## src/rtl/nvm_pkg.sv

```systemverilog
`timescale 1ns/1ps
package nvm_pkg;
  typedef enum logic [2:0] {
    ST_IDLE, ST_PGM, ST_PRE, ST_ERS, ST_FAIL, ST_ABORT
  } eng_state_t;

  typedef enum logic [1:0] {
    OP_RESET = 2'd0,
    OP_PROG  = 2'd1,
    OP_CHIP  = 2'd2,
    OP_SECT  = 2'd3
  } cmd_op_t;

  localparam int unsigned STB_POLL = 7;
  localparam int unsigned STB_TOG  = 6;
  localparam int unsigned STB_FAIL = 5;
  localparam int unsigned STB_ETOG = 2;
endpackage

```

## src/rtl/nvm_array.sv

```systemverilog
`timescale 1ns/1ps
module nvm_array #(
  parameter int DW = 16,
  parameter int AW = 6
) (
  input  logic          clk,
  input  logic          we,
  input  logic [AW-1:0] waddr,
  input  logic [DW-1:0] wdata,
  input  logic [AW-1:0] raddr,
  output logic [DW-1:0] rdata
);
  localparam int DEPTH = 1 << AW;

  // erased at power-up: all ones
  logic [DW-1:0] mem [DEPTH] = '{default: '1};

  always_ff @(posedge clk) begin
    if (we) mem[waddr] <= wdata;
    rdata <= mem[raddr];
  end
endmodule

```

## src/rtl/nvm_seq.sv

```systemverilog
`timescale 1ns/1ps
module nvm_seq
  import nvm_pkg::*;
#(
  parameter int DW      = 16,
  parameter int AW      = 6,
  parameter int NSEC    = 4,
  parameter int CW      = 8,
  parameter int TW      = 16,
  parameter int RST_CYC = 8
) (
  input  logic            clk,
  input  logic            rst,
  input  logic            hard_rst,
  input  logic            cmd_vld,
  input  logic [1:0]      cmd_op,
  input  logic [AW-1:0]   cmd_addr,
  input  logic [DW-1:0]   cmd_data,
  input  logic [NSEC-1:0] cmd_secmask,
  input  logic [NSEC-1:0] eff_lock,
  input  logic [CW-1:0]   pulse_cyc,
  input  logic [TW-1:0]   tmo_limit,
  input  logic [DW-1:0]   mem_q,
  output eng_state_t      st,
  output logic            ready,
  output logic            mem_we,
  output logic [AW-1:0]   mem_waddr,
  output logic [DW-1:0]   mem_wdata,
  output logic [AW-1:0]   op_addr,
  output logic            poll_bit,
  output logic            is_erase
);
  localparam int SW  = (NSEC > 1) ? $clog2(NSEC) : 1;
  localparam int RCW = $clog2(RST_CYC + 1);
  localparam logic [AW-1:0] LAST = AW'((1 << AW) - 1);

  eng_state_t      st_n;
  logic [DW-1:0]   op_data;
  logic [NSEC-1:0] act_mask;
  logic [AW-1:0]   idx;
  logic [CW-1:0]   cnt;
  logic [TW-1:0]   tmo_cnt;
  logic [RCW-1:0]  rcnt;

  cmd_op_t         op_c;
  logic [CW-1:0]   pulse_ld;
  logic [NSEC-1:0] erase_mask;
  logic [SW-1:0]   cmd_sec;
  logic            idx_act;
  logic            tmo_hit;
  logic            run;
  logic            step;

  always_comb begin
    op_c       = cmd_op_t'(cmd_op);
    pulse_ld   = (pulse_cyc < CW'(2)) ? CW'(2) : pulse_cyc;
    erase_mask = ((op_c == OP_CHIP) ? {NSEC{1'b1}} : cmd_secmask) & ~eff_lock;
    cmd_sec    = cmd_addr[AW-1 -: SW];
    idx_act    = act_mask[idx[AW-1 -: SW]];
    tmo_hit    = (tmo_limit != '0) && (tmo_cnt == tmo_limit);
    run        = (st == ST_PGM) || (st == ST_PRE) || (st == ST_ERS);
    step       = !idx_act || (cnt == CW'(1));
  end

  always_comb begin
    st_n      = st;
    mem_we    = 1'b0;
    mem_waddr = idx;
    mem_wdata = '0;
    if (hard_rst) begin
      st_n = (run || st == ST_ABORT) ? ST_ABORT : ST_IDLE;
    end else begin
      unique case (st)
        ST_IDLE: if (cmd_vld) begin
          if (op_c == OP_PROG) begin
            if (!eff_lock[cmd_sec]) st_n = ST_PGM;
          end else if (op_c != OP_RESET) begin
            if (erase_mask != '0) st_n = ST_PRE;
          end
        end
        ST_PGM: begin
          if (tmo_hit) st_n = ST_FAIL;
          else if (cnt == CW'(1)) begin
            mem_we    = 1'b1;
            mem_waddr = op_addr;
            mem_wdata = mem_q & op_data;
            st_n      = (|(op_data & ~mem_q)) ? ST_FAIL : ST_IDLE;
          end
        end
        ST_PRE, ST_ERS: begin
          if (tmo_hit) st_n = ST_FAIL;
          else if (step) begin
            mem_we    = idx_act;
            mem_wdata = (st == ST_ERS) ? '1 : '0;
            if (idx == LAST) st_n = (st == ST_PRE) ? ST_ERS : ST_IDLE;
          end
        end
        ST_FAIL: if (cmd_vld && op_c == OP_RESET) st_n = ST_IDLE;
        ST_ABORT: if (rcnt == RCW'(1)) st_n = ST_IDLE;
        default: st_n = ST_IDLE;
      endcase
    end
  end

  always_ff @(posedge clk) begin
    if (rst) begin
      st       <= ST_IDLE;
      ready    <= 1'b1;
      idx      <= '0;
      cnt      <= '0;
      tmo_cnt  <= '0;
      rcnt     <= '0;
      op_addr  <= '0;
      op_data  <= '0;
      act_mask <= '0;
      is_erase <= 1'b0;
    end else begin
      st    <= st_n;
      ready <= (st_n == ST_IDLE);
      if (hard_rst) rcnt <= RCW'(RST_CYC);
      else if (st == ST_ABORT) rcnt <= rcnt - RCW'(1);
      if (st == ST_IDLE && st_n != ST_IDLE) begin
        op_addr  <= cmd_addr;
        op_data  <= cmd_data;
        act_mask <= erase_mask;
        is_erase <= (st_n == ST_PRE);
        idx      <= '0;
        cnt      <= pulse_ld;
        tmo_cnt  <= '0;
      end else if (run) begin
        tmo_cnt <= tmo_cnt + TW'(1);
        if (st != ST_PGM && step) begin
          idx <= idx + AW'(1);
          cnt <= pulse_ld;
        end else begin
          cnt <= cnt - CW'(1);
        end
      end
    end
  end

  assign poll_bit = is_erase ? 1'b0 : ~op_data[7];
endmodule

```

## src/rtl/nvm_status.sv

```systemverilog
`timescale 1ns/1ps
module nvm_status
  import nvm_pkg::*;
#(
  parameter int DW = 16
) (
  input  logic          clk,
  input  logic          rst,
  input  logic          hard_rst,
  input  logic          rd_en,
  input  logic          stat_mode,
  input  logic          fail,
  input  logic          poll_bit,
  input  logic          is_erase,
  input  logic [DW-1:0] mem_q,
  output logic [DW-1:0] rd_data,
  output logic          rd_vld
);
  logic          sel_q;
  logic          tog;
  logic [DW-1:0] stat_q;
  logic [DW-1:0] stat_w;
  logic          take;

  always_comb begin
    take             = rd_en && !hard_rst;
    stat_w           = '0;
    stat_w[STB_POLL] = poll_bit;
    stat_w[STB_TOG]  = ~tog;
    stat_w[STB_FAIL] = fail;
    stat_w[STB_ETOG] = is_erase & ~tog;
  end

  always_ff @(posedge clk) begin
    if (rst) begin
      rd_vld <= 1'b0;
      sel_q  <= 1'b0;
      tog    <= 1'b0;
      stat_q <= '0;
    end else begin
      rd_vld <= take;
      if (take) begin
        sel_q <= stat_mode;
        if (stat_mode) stat_q <= stat_w;
      end
      if (take && stat_mode) tog <= ~tog;
      else if (!stat_mode) tog <= 1'b0;
    end
  end

  assign rd_data = sel_q ? stat_q : mem_q;
endmodule

```

## src/rtl/nvm_op_engine.sv

```systemverilog
`timescale 1ns/1ps
module nvm_op_engine
  import nvm_pkg::*;
#(
  parameter int DW      = 16,
  parameter int AW      = 6,
  parameter int NSEC    = 4,
  parameter int CW      = 8,
  parameter int TW      = 16,
  parameter int RST_CYC = 8
) (
  input  logic            clk,
  input  logic            rst,
  input  logic            hard_rst,
  input  logic            cmd_vld,
  input  logic [1:0]      cmd_op,
  input  logic [AW-1:0]   cmd_addr,
  input  logic [DW-1:0]   cmd_data,
  input  logic [NSEC-1:0] cmd_secmask,
  input  logic [NSEC-1:0] sec_lock,
  input  logic            lock_override,
  input  logic [CW-1:0]   pulse_cyc,
  input  logic [TW-1:0]   tmo_limit,
  input  logic            rd_en,
  input  logic [AW-1:0]   rd_addr,
  output logic [DW-1:0]   rd_data,
  output logic            rd_vld,
  output logic            ready
);
  eng_state_t      st;
  logic            mem_we;
  logic [AW-1:0]   mem_waddr;
  logic [DW-1:0]   mem_wdata;
  logic [AW-1:0]   op_addr;
  logic [AW-1:0]   mem_raddr;
  logic [DW-1:0]   mem_q;
  logic            poll_bit;
  logic            is_erase;
  logic [NSEC-1:0] eff_lock;

  assign eff_lock  = lock_override ? '0 : sec_lock;
  assign mem_raddr = (st == ST_PGM) ? op_addr : rd_addr;

  nvm_seq #(
    .DW(DW), .AW(AW), .NSEC(NSEC), .CW(CW), .TW(TW), .RST_CYC(RST_CYC)
  ) u_seq (
    .clk(clk), .rst(rst), .hard_rst(hard_rst),
    .cmd_vld(cmd_vld), .cmd_op(cmd_op), .cmd_addr(cmd_addr),
    .cmd_data(cmd_data), .cmd_secmask(cmd_secmask), .eff_lock(eff_lock),
    .pulse_cyc(pulse_cyc), .tmo_limit(tmo_limit), .mem_q(mem_q),
    .st(st), .ready(ready), .mem_we(mem_we), .mem_waddr(mem_waddr),
    .mem_wdata(mem_wdata), .op_addr(op_addr), .poll_bit(poll_bit),
    .is_erase(is_erase)
  );

  nvm_array #(.DW(DW), .AW(AW)) u_arr (
    .clk(clk), .we(mem_we), .waddr(mem_waddr), .wdata(mem_wdata),
    .raddr(mem_raddr), .rdata(mem_q)
  );

  nvm_status #(.DW(DW)) u_stat (
    .clk(clk), .rst(rst), .hard_rst(hard_rst), .rd_en(rd_en),
    .stat_mode(st != ST_IDLE), .fail(st == ST_FAIL), .poll_bit(poll_bit),
    .is_erase(is_erase), .mem_q(mem_q), .rd_data(rd_data), .rd_vld(rd_vld)
  );
endmodule

```

## config.mk

```make
export PLATFORM = sky130hd
export DESIGN_NAME = nvm_op_engine
export DESIGN_NICKNAME = d
export VERILOG_FILES = /design/src/rtl/nvm_pkg.sv /design/src/rtl/nvm_array.sv /design/src/rtl/nvm_seq.sv /design/src/rtl/nvm_status.sv /design/src/rtl/nvm_op_engine.sv
export SDC_FILE = /design/constraint.sdc
export NUM_CORES = 1
export LEC_CHECK = 0
export ABC_CLOCK_PERIOD_IN_PS = 5400
export BUFFER_PORTS_ARGS = -buffer_cell sky130_fd_sc_hd__buf_2
export CORE_ASPECT_RATIO = 0.7
export CORE_UTILIZATION = 62
export CTS_BUF_LIST = sky130_fd_sc_hd__clkbuf_4
export CTS_CLUSTER_DIAMETER = 40
export DETAILED_ROUTE_END_ITERATION = 10
export PLACE_DENSITY_LB_ADDON = 0.25
export SETUP_SLACK_MARGIN = 0.05
export SLEW_MARGIN = 40
export SYNTH_ARGS = -nofsm -noshare
export SYNTH_HDL_FRONTEND = slang
export SYNTH_SLANG_ARGS = --single-unit
```

## constraint.sdc

```tcl
create_clock -name clk -period 5.4 [get_ports clk]
set_clock_uncertainty 0.05 [all_clocks]
set_input_delay 0 -clock clk [delete_from_list [all_inputs] [get_ports clk]]
set_output_delay 0 -clock clk [all_outputs]
set_load 0.005 [all_outputs]
```

Yosys cells after proc, flatten, opt, wreduce, memory -nomap -nowiden. Memories as Yosys holds them, arrays and structs flattened. A register that Yosys moved wholly into a read port is not among the register bits. Cells that the tools add are included.

Output and inout port bits: 18. RAM bits: 1024. Memories: 1. Bits in registers: 72. Logic and storage cells: 126.

Memory list: u_arr.mem (words 64, width 16, rd ports 1, clocked after memory_dff 1, write ports 1, RTL line nvm_array.sv:16) `logic [DW-1:0] mem [DEPTH] = '{default: '1};`.

Eq/ne operators: 14. Mux-type cells: 53. Reductions and logical operators: 28. Order comparisons: 3. Add/subtract/negate cells: 4. Bitwise gates (word level): 8.

Operators by type and width (number): $mux 16 (7); $mux 3 (15); $and 16x16->16 (2); $mux 8 (4); $pmux 16 s2 (1); $mux 6 (5); $add 16x1->16 const B (1); $eq 16x16->1 (1); $mux 4 (4); $not 16->16 (1); $reduce_bool 16->1 (1); $reduce_or 16->1 (1); $pmux 3 s5 (1); $mux 1 (12); $eq 3x2->1 const B (3); $eq 8x1->1 const B (1); $lt 8x2->1 const B (1); $sub 8x1->8 const B (1); $add 6x1->6 const B (1); $eq 3x3->1 const B (2); $eq 6x6->1 const B (1); $logic_and 1x1->1 (6); $logic_not 3->1 (2); $lt 2x3->1 const B (2); 22 further kinds (34).

Logic depth before layout (Yosys ltp). Gate-level depths: netlist of run 1.

Word-level depth: 13. Gate-level depth with buffers: 12. Depth with buffers taken out: 10.

Hierarchy. A second synthesis of run 1 with hierarchy kept.

Cells, all modules: 2357. Area, all modules: 44398.8 um^2.

Modules (own cells, without submodules): nvm_array (instances 1, cells an instance 1829, area each 40042.2 um^2); nvm_seq (instances 1, cells an instance 470, area each 3843.7 um^2); nvm_status (instances 1, cells an instance 45, area each 386.6 um^2); nvm_op_engine (instances 1, cells an instance 13, area each 126.4 um^2).

Worst setup path before layout of run 1. No wires, ideal clock.

Path kind: register to register. Start point: register u_seq.cnt[1]. End point: memory u_arr.mem[0][10] (data pin). Data required time: 4.802 ns. Arrival: 3.807 ns. Setup time: 0.548 ns. Stages on the path, launching flop included: 9. Path buffers: 1. Slack: 0.995 ns. Path through: dfxtp_1 -> inv_1 -> ha_1 -> nor3b_1 -> nand3_1 -> nor2_1 -> clkbuf_1 -> nand3_1 -> a21oi_1.

Cells in the longest elaborated chain, start to end: 6. Elaborated cells on any way between the ends: 8.

RTL lines: start, declared (RTL line nvm_seq.sv:41) `logic [CW-1:0] cnt;`; start signal, assigned (RTL line nvm_seq.sv:128) `cnt <= pulse_ld;`; start signal, assigned (RTL line nvm_seq.sv:134) `cnt <= pulse_ld;`; start signal, assigned (RTL line nvm_seq.sv:136) `cnt <= cnt - CW'(1);`; $eq 8x1->1 (*) (RTL line nvm_seq.sv:62, nvm_seq.sv:83); $logic_or 1x1->1 (RTL line nvm_seq.sv:62) `step = !idx_act || (cnt == CW'(1));`; $mux 16 (RTL line nvm_seq.sv:92) `else if (step) begin`; $mux 16 (RTL line nvm_seq.sv:91) `if (tmo_hit) st_n = ST_FAIL;`; $pmux 16 s2 (*) (RTL line nvm_seq.sv:73) `unique case (st)`; $mux 16 (*) (RTL line nvm_seq.sv:70) `if (hard_rst) begin`; via mem_wdata[10] (RTL line nvm_op_engine.sv:33) `logic [DW-1:0] mem_wdata;`; end, declared (RTL line nvm_array.sv:16).

Mark *: on every way through the listed nets, which the timed path passes. The rest lies on a longest branch.

Final worst setup path of run 1.
Start point: register u_seq.tmo_cnt[12]. End point: register u_seq.op_data[4].

Cells in the longest elaborated chain, start to end: 7. Elaborated cells on any way between the ends: 8.

RTL lines: start, declared (RTL line nvm_seq.sv:42) `logic [TW-1:0] tmo_cnt;`; start signal, assigned (RTL line nvm_seq.sv:131) `tmo_cnt <= tmo_cnt + TW'(1);`; $eq 16x16->1 (*) (RTL line nvm_seq.sv:60) `tmo_hit = (tmo_limit != '0) && (tmo_cnt == tmo_limit);`; $logic_and 1x1->1 (*) (RTL line nvm_seq.sv:60); $mux 3, on equally long branches (RTL line nvm_seq.sv:91, nvm_seq.sv:82); $pmux 3 s5 (*) (RTL line nvm_seq.sv:73); $mux 3 (*) (RTL line nvm_seq.sv:70); $reduce_bool 3->1 (*) (RTL line nvm_seq.sv:122) `if (st == ST_IDLE && st_n != ST_IDLE) begin`; $logic_and 1x1->1 (*) (RTL line nvm_seq.sv:122); end signal, assigned (RTL line nvm_seq.sv:124) `op_data <= cmd_data;`; end, declared (RTL line nvm_seq.sv:38) `logic [DW-1:0] op_data;`.

Every way passes the cells marked *; elsewhere a longest branch is shown, timed or not. A chain may end at the register's enable or synchronous reset.

==> impl_metrics.csv, run 1 <==
group,metric,value,unit
status,status,"finished with violations",
status,violations,"negative hold slack",
floorplan,die_x,318,um
floorplan,fp.coreArea,0.0687,mm2
clocking,clk_pin_slew_worst_paths,90,ps
placed_design,numPlacedInstances,3208,
final_layout,drive_gt1_share,32.0,%
sta,fmaxAchievable,200,MHz
setup_path,startpoint,"u_seq.tmo_cnt[12]",
placed_design,gp_congestion,0.859,
route,first_pass_iters,6,
clocking,htreeDepth,4,
setup_path,cp_cell_sequence,"xor2_1 -> nor4_1 -> dlygate4sd3_1 -> nand2_1 -> o21ai_1 -> dlygate4sd3_1 -> and3_1 -> a211o_1 -> buf_8 -> mux2i_1 -> dlygate4sd3_1 -> nor2_1 -> dlygate4sd3_1",
setup_path,worst-path-stages,13,
clocking,cts_buffers,235,
pwr,p_leak,19.3,nW
clocking,ctsLongestPathBuffers,3,
route,viasPerCell,6.66,
synthesis,yosysTopAreaCellShare,70.9,%
sta,holdWs,-44.8,ps
sta,finalSetupTns,0,ps
synthesis,syn-cell-area,0.0434,mm2
sta,fin_ws,390,ps
setup_path,slowest_delay,650,ps
floorplan,ios,86,
route,wl_per_cell,29.5,um
grt,grt_pass1_vias,25000,
placed_design,port_buffers,85,
route,ant_nets,0,
setup_path,worstPathRequired,6380,ps
grt,grt_max_degree,117,
clocking,clk_latency,1150,ps
synthesis,yosysUniqueCellTypes,68,
grt,globalRoute.totalOverflow,0,
setup_path,r2r_cells,13,
grt,grt_usage,32.1,%
setup_path,crit_type,"reg -> reg",
synthesis,yosysSeqAreaShare,74.9,%
sta,slew_violations,0,
sta,finalHoldViolCount,1,
final_layout,area_growth,16.5,%
setup_path,cpLargestDelayFamily,"buffers and inverters",
flow_run,cap_violations,0,
hold_path,hold_class,"in -> reg",
setup_path,cp_common_cell,"dlygate4sd3_1",
clocking,clkSinkCount,1112,
synthesis,syn_inst,2202,
synthesis,synth_area_leaders,"edfxtp_1 71%, mux4_2 13%, dfxtp_1 4.1%",
pwr,powerDensity,330,mW/mm2
sta,rsz0062_at_grt,"no",
synthesis,synth_edf_count,1024,
route,drcViolationCount,0,
sta,maxSlewHeadroom,41.6,%
floorplan,dieHeight,223,um
placed_design,dp_slack,1020,ps
synthesis,ys_ff_latch,1112,
synthesis,synthArstFlopShare,0,%
grt,grt_pass1_wl,164000,um
final_layout,nets,2784,
synthesis,synth-main-ff-cell,"edfxtp_1",
hold_path,hold_start,"tmo_limit[14]",
pwr,fin_total_pwr,16.7,mW
setup_path,end_kind,"register",
setup_path,critPathMaxFanout,16,
sta,setup_viol_count_final,0,
clocking,post_cts_buffers,0,
sta,worst_pin_slew,876,ps
setup_path,crit_arrival,5990,ps
sta,min_period,5010,ps
pwr,worst_ir_drop_vdd,226,uV
clocking,cts_root_buf,"clkbuf_4",
setup_path,worstReg2RegStart,"u_seq.tmo_cnt[12]",
floorplan,start_util,63.2,%
hold_path,hold-path-cell-count,8,
synthesis,synth_area_leader_cell,"edfxtp_1",
floorplan,die_area,0.0711,mm2
sta,fin_crit_sh,92.8,%
setup_path,crit_buf_inv,5,
synthesis,synth.avg_cell_area,19.7,um2
floorplan,num_rows,80,
route,vias,25200,
route,drt_iter0_markers,3598,
setup_path,startpoint_type,"register",
clocking,cts_tree,"yes",
final_layout,stdcell_count,3789,
grt,antenna_found_initial,5,
placed_design,place_hpwl,65200,um
synthesis,ys.warnings.count,0,
setup_path,critPathSlowestCell,"dlygate4sd3_1",
synthesis,syn_nets,2276,
route,wl,112000,um
==> Yosys cell counts, types with 8 or more instances <==
master and count:
edfxtp_1 1024, o221ai_1 16, nand2_1 78, a21oi_1 44, a22oi_1 80, xor2_1 28, nand3_1 28, a31o_2 9
mux2_2 9, nor3_1 17, nand4_1 9, mux4_2 258, a22o_1 32, clkbuf_1 66, a221oi_1 33, mux2i_1 31
nor2b_1 27, inv_1 23, dfxtp_1 88, buf_2 32, buf_1 8, nor2_1 146, xnor2_1 12, nor4_1 8
==> layer usage <==
layer	global-route usage (%)	vias to the layer above	share of wire, %
li1	-	10300	-
met1	46.1	12700	38
met2	46.6	1942	45
met3	10.6	285	14
met4	12.0	2	3.2
met5	0	-	0.0090
==> final timing paths <==
| check | endpoint | slack [ps] |
|---|---|---|
| worst min register to register | u_seq.act_mask[2] | 430 |
| worst max-delay path | u_seq.op_data[4] | 390 |
| worst min-delay path | u_seq.st[2] | -40 |
| worst max register to register | u_seq.op_data[4] | 390 |
==> layout by cell type (no fill, tap or decap), types with 29 or more instances in the layout <==
cell type,instances
mux2i_1,29
dlygate4sd3_1,164
nand2_1,78
clkbuf_4,371
a22o_1,32
a22oi_1,80
buf_2,86
edfxtp_1,1024
buf_4,114
mux4_2,258
a221oi_1,33
dfxtp_1,86
nor2_1,142
==> metrics by stage <==
step	cell area (um2)	util, %
6_report	50500	73.6
3_3_place_gp	45700	66.6
4_1_cts	50500	73.5
2_1_floorplan	43400	-
5_1_grt	50500	73.6
3_5_place_dp	45800	66.7
==> layout make-up <==
| class | instances | area, um2 |
|---|---|---|
| flip-flops and latches | 1112 | 32500 |
| fillers | 3831 | 18100 |
| multi-input cells | 954 | 10500 |
| repair buffers | 384 | 3260 |
| clock buffers | 371 | 2790 |
| well taps | 902 | 1130 |
| clock inverters | 34 | 224 |
| inverters | 23 | 86.3 |
| diodes | 9 | 22.5 |
==> logic make-up (layout without fill, tap and decap cells) <==
kind of cell / after synthesis / after routing / share of synthesized area (%)
compound gates: 255 / 255 / 4.51
simple gates: 355 / 355 / 3.85
buf+inv: 136 / 812 / 1.38
other cells: 0 / 9 / 0
xor+xnor: 40 / 40 / 0.808
mux: 298 / 298 / 14.3
flops: 1112 / 1112 / 74.9
fa+ha+maj: 6 / 6 / 0.173
==> worst min-delay path, delay by kind of cell <==
family | cells | cell delay [ps]
compound gates | 1 | 60
buf+inv | 1 | 100
xor+xnor | 1 | 80
simple gates | 5 | 830
==> power by group <==
part	switching [mW]	total (mW)	internal, mW
logic	0.534	0.965	0.431
registers	0.0972	9.41	9.31
clock network	3.10	6.32	3.22
total	3.73	16.7	13.0
==> what timing repair did <==
action	in CTS	in global routing
resized for setup	0	7
hold buffers	166	0
setup endpoints to repair	0	18
hold endpoints to repair	88	0
==> sequential cells by signal (all words and copies together), names as in the netlist, 3 cells and up <==
register,flops
u_seq.op_data,16
u_arr.mem,1024
u_seq.cnt,8
u_seq.rcnt,4
u_seq.tmo_cnt,16
u_seq.st,3
u_stat.stat_q,4
u_seq.idx,6
u_seq.op_addr,6
u_seq.act_mask,4
u_arr.rdata,16
No activity file was read; power rests on OpenSTA's default activity.
==> inputs of run 2 (changes only) <==
--- a/config.mk
+++ b/config.mk
@@ -12,7 +12,7 @@
 export CTS_BUF_LIST = sky130_fd_sc_hd__clkbuf_4
 export CTS_CLUSTER_DIAMETER = 40
 export DETAILED_ROUTE_END_ITERATION = 10
-export PLACE_DENSITY_LB_ADDON = 0.25
+export PLACE_DENSITY = 0.79
 export SETUP_SLACK_MARGIN = 0.05
 export SLEW_MARGIN = 40
 export SYNTH_ARGS = -nofsm -noshare
==> run 2 against run 1 <==
- the run now ends clean
- via count about the same
- die area unchanged
- worst setup slack lost 180 ps
- global-route usage fell by 0.28 points
- combinational power fell by 4.2%
- non-clock buffer count decreased by 20
- design area is essentially flat
- hold slack gained 180 ps
- power increased by 0.68%
- critical path depth is the same
- critical path type unchanged
- largest power group unchanged
- highest routed layer is now met4
==> impl_metrics.csv, run 2 (synthesized netlist as in run 1, its figures left out) <==
group,metric,value,unit
final_layout,top_register,"u_arr.mem",
sta,worst_pin_slew,897,ps
sta,fin_crit_sh,96.2,%
clocking,htreeDepth,4,
floorplan,fp.coreArea,0.0687,mm2
setup_path,end_kind,"register",
setup_path,crit_type,"reg -> reg",
route,vias,25200,
floorplan,die_area,0.0711,mm2
grt,grt_usage,31.9,%
clocking,cts_resized,0,
grt,globalRoute.totalOverflow,0,
route,wl_per_cell,29.2,um
route,drt_iter0_markers,3844,
grt,grt_max_degree,90,
clocking,cts_tree,"yes",
final_layout,drive_gt1_share,32.6,%
clocking,ctsLongestPathBuffers,3,
clocking,clk_latency,1110,ps
grt,grt_pass1_vias,25400,
sta,fmaxAchievable,193,MHz
grt,grt_pass1_wl,163000,um
sta,min_period,5190,ps
floorplan,start_util,63.2,%
sta,setup_viol_count_final,0,
route,wl,111000,um
floorplan,die_x,318,um
hold_path,hold_class,"in -> reg",
floorplan,ios,86,
final_layout,area_growth,16.5,%
placed_design,port_buffers,85,
sta,finalSetupTns,0,ps
status,status,"finished, final reports clean",
sta,slew_violations,0,
pwr,worst_ir_drop_vdd,245,uV
final_layout,multi_input_area,0.0105,mm2
setup_path,r2r_setup_slack,210,ps
clocking,clkSinkCount,1112,
final_layout,nets,2768,
clocking,ctsHoldBuffers,143,
placed_design,gp_congestion,0.908,
setup_path,startpoint_type,"register",
final_layout,fin_util,73.6,%
floorplan,num_rows,80,
clocking,post_cts_buffers,0,
floorplan,dieHeight,223,um
setup_path,worstPathRequired,6330,ps
pwr,powerDensity,333,mW/mm2
pwr,p_leak,19.4,nW
clocking,clk_pin_slew_worst_paths,80,ps
clocking,cts_buffers,239,
final_layout,largest_register_ff_count,1024,
final_layout,fillers,3713,
setup_path,critPathMaxFanout,22,
final_layout,layout_common_cells,"1024 x edfxtp_1, 379 x clkbuf_4, 258 x mux4_2",
clocking,cts_root_buf,"clkbuf_4",
flow_run,cap_violations,0,
sta,finalHoldViolCount,0,
sta,maxSlewHeadroom,40.2,%
sta,fin_ws,207,ps
route,ant_nets,0,
route,viasPerCell,6.64,
grt,antenna_found_initial,5,
placed_design,place_hpwl,64300,um
route,first_pass_iters,9,
final_layout,final_common_cell,"edfxtp_1",
placed_design,dp_slack,1070,ps
final_layout,register_area,0.0325,mm2
route,drcViolationCount,0,
setup_path,crit_arrival,6120,ps
sta,rsz0062_at_grt,"no",
==> run 2: cell types whose count changed in the layout (fill, tap and decap cells not counted), moves of 3 or more <==
cell	change
dlygate4sd3_1	-22
clkinv_1	+11
buf_4	-8
clkbuf_4	+8
buf_2	+7
buf_12	+6
inv_6	+4
buf_8	-3
==> run 2: path summary, 6_finish.rpt <==
path | from | endpoint | cells after the start
worst max-delay path | u_seq.tmo_cnt[6] | u_seq.op_data[2] | 13
worst min-delay path | rd_addr[0] | u_arr.rdata[6] | 6
worst max register to register | u_seq.tmo_cnt[6] | u_seq.op_data[2] | 13
worst min register to register | u_seq.act_mask[3] | u_seq.act_mask[3] | 2
==> run 2: final cells by class <==
type | count | area share [%]
Antenna cell | 10 | 0.0495
Clock inverter | 53 | 0.594
Tap cell | 902 | 2.23
Multi-Input combinational cell | 954 | 20.8
Clock buffer | 379 | 5.63
Inverter | 23 | 0.171
Timing Repair Buffer | 364 | 6.15
Sequential cell | 1112 | 64.3
==> run 2: power by group <==
| part | switching [mW] | internal [mW] |
|---|---|---|
| Clock | 3.21 | 3.28 |
| Sequential | 0.0838 | 9.31 |
| Combinational | 0.518 | 0.407 |
| Total | 3.81 | 13.0 |
==> run 2: stage by stage <==
stage	total power, mW	cell area (um2)	std cells	hold WS (ps)
floorplan	10.1	43400	2202	93.9
global placement	10.3	45700	3195	182
detailed placement	10.4	45900	3206	194
CTS	16.8	50500	3781	80.1
global route	17.3	50500	3797	101
finish	16.8	50500	3797	135
==> run 2: critical path, stage by stage, from the launching register on <==
cell	delay, ps
dfxtp_1	430
xnor2_1	140
nand2_1	80
dlygate4sd3_1	560
nand4bb_1	250
dlygate4sd3_1	650
o21ai_0	260
dlygate4sd3_1	600
and3_1	210
a211o_2	480
buf_4	400
mux2i_1	290
nor2_1	80
dlygate4sd3_1	600
==> run 2: metal layers <==
metal / track usage, % / vias to the layer above / wire, um
met3: 10.1 / 330 / 15000
met2: 47.0 / 2003 / 50400
met4: 12.7 / 0 / 4150
met1: 44.9 / 12600 / 41400
met5: 0 / - / 0
li1: - / 10300 / -
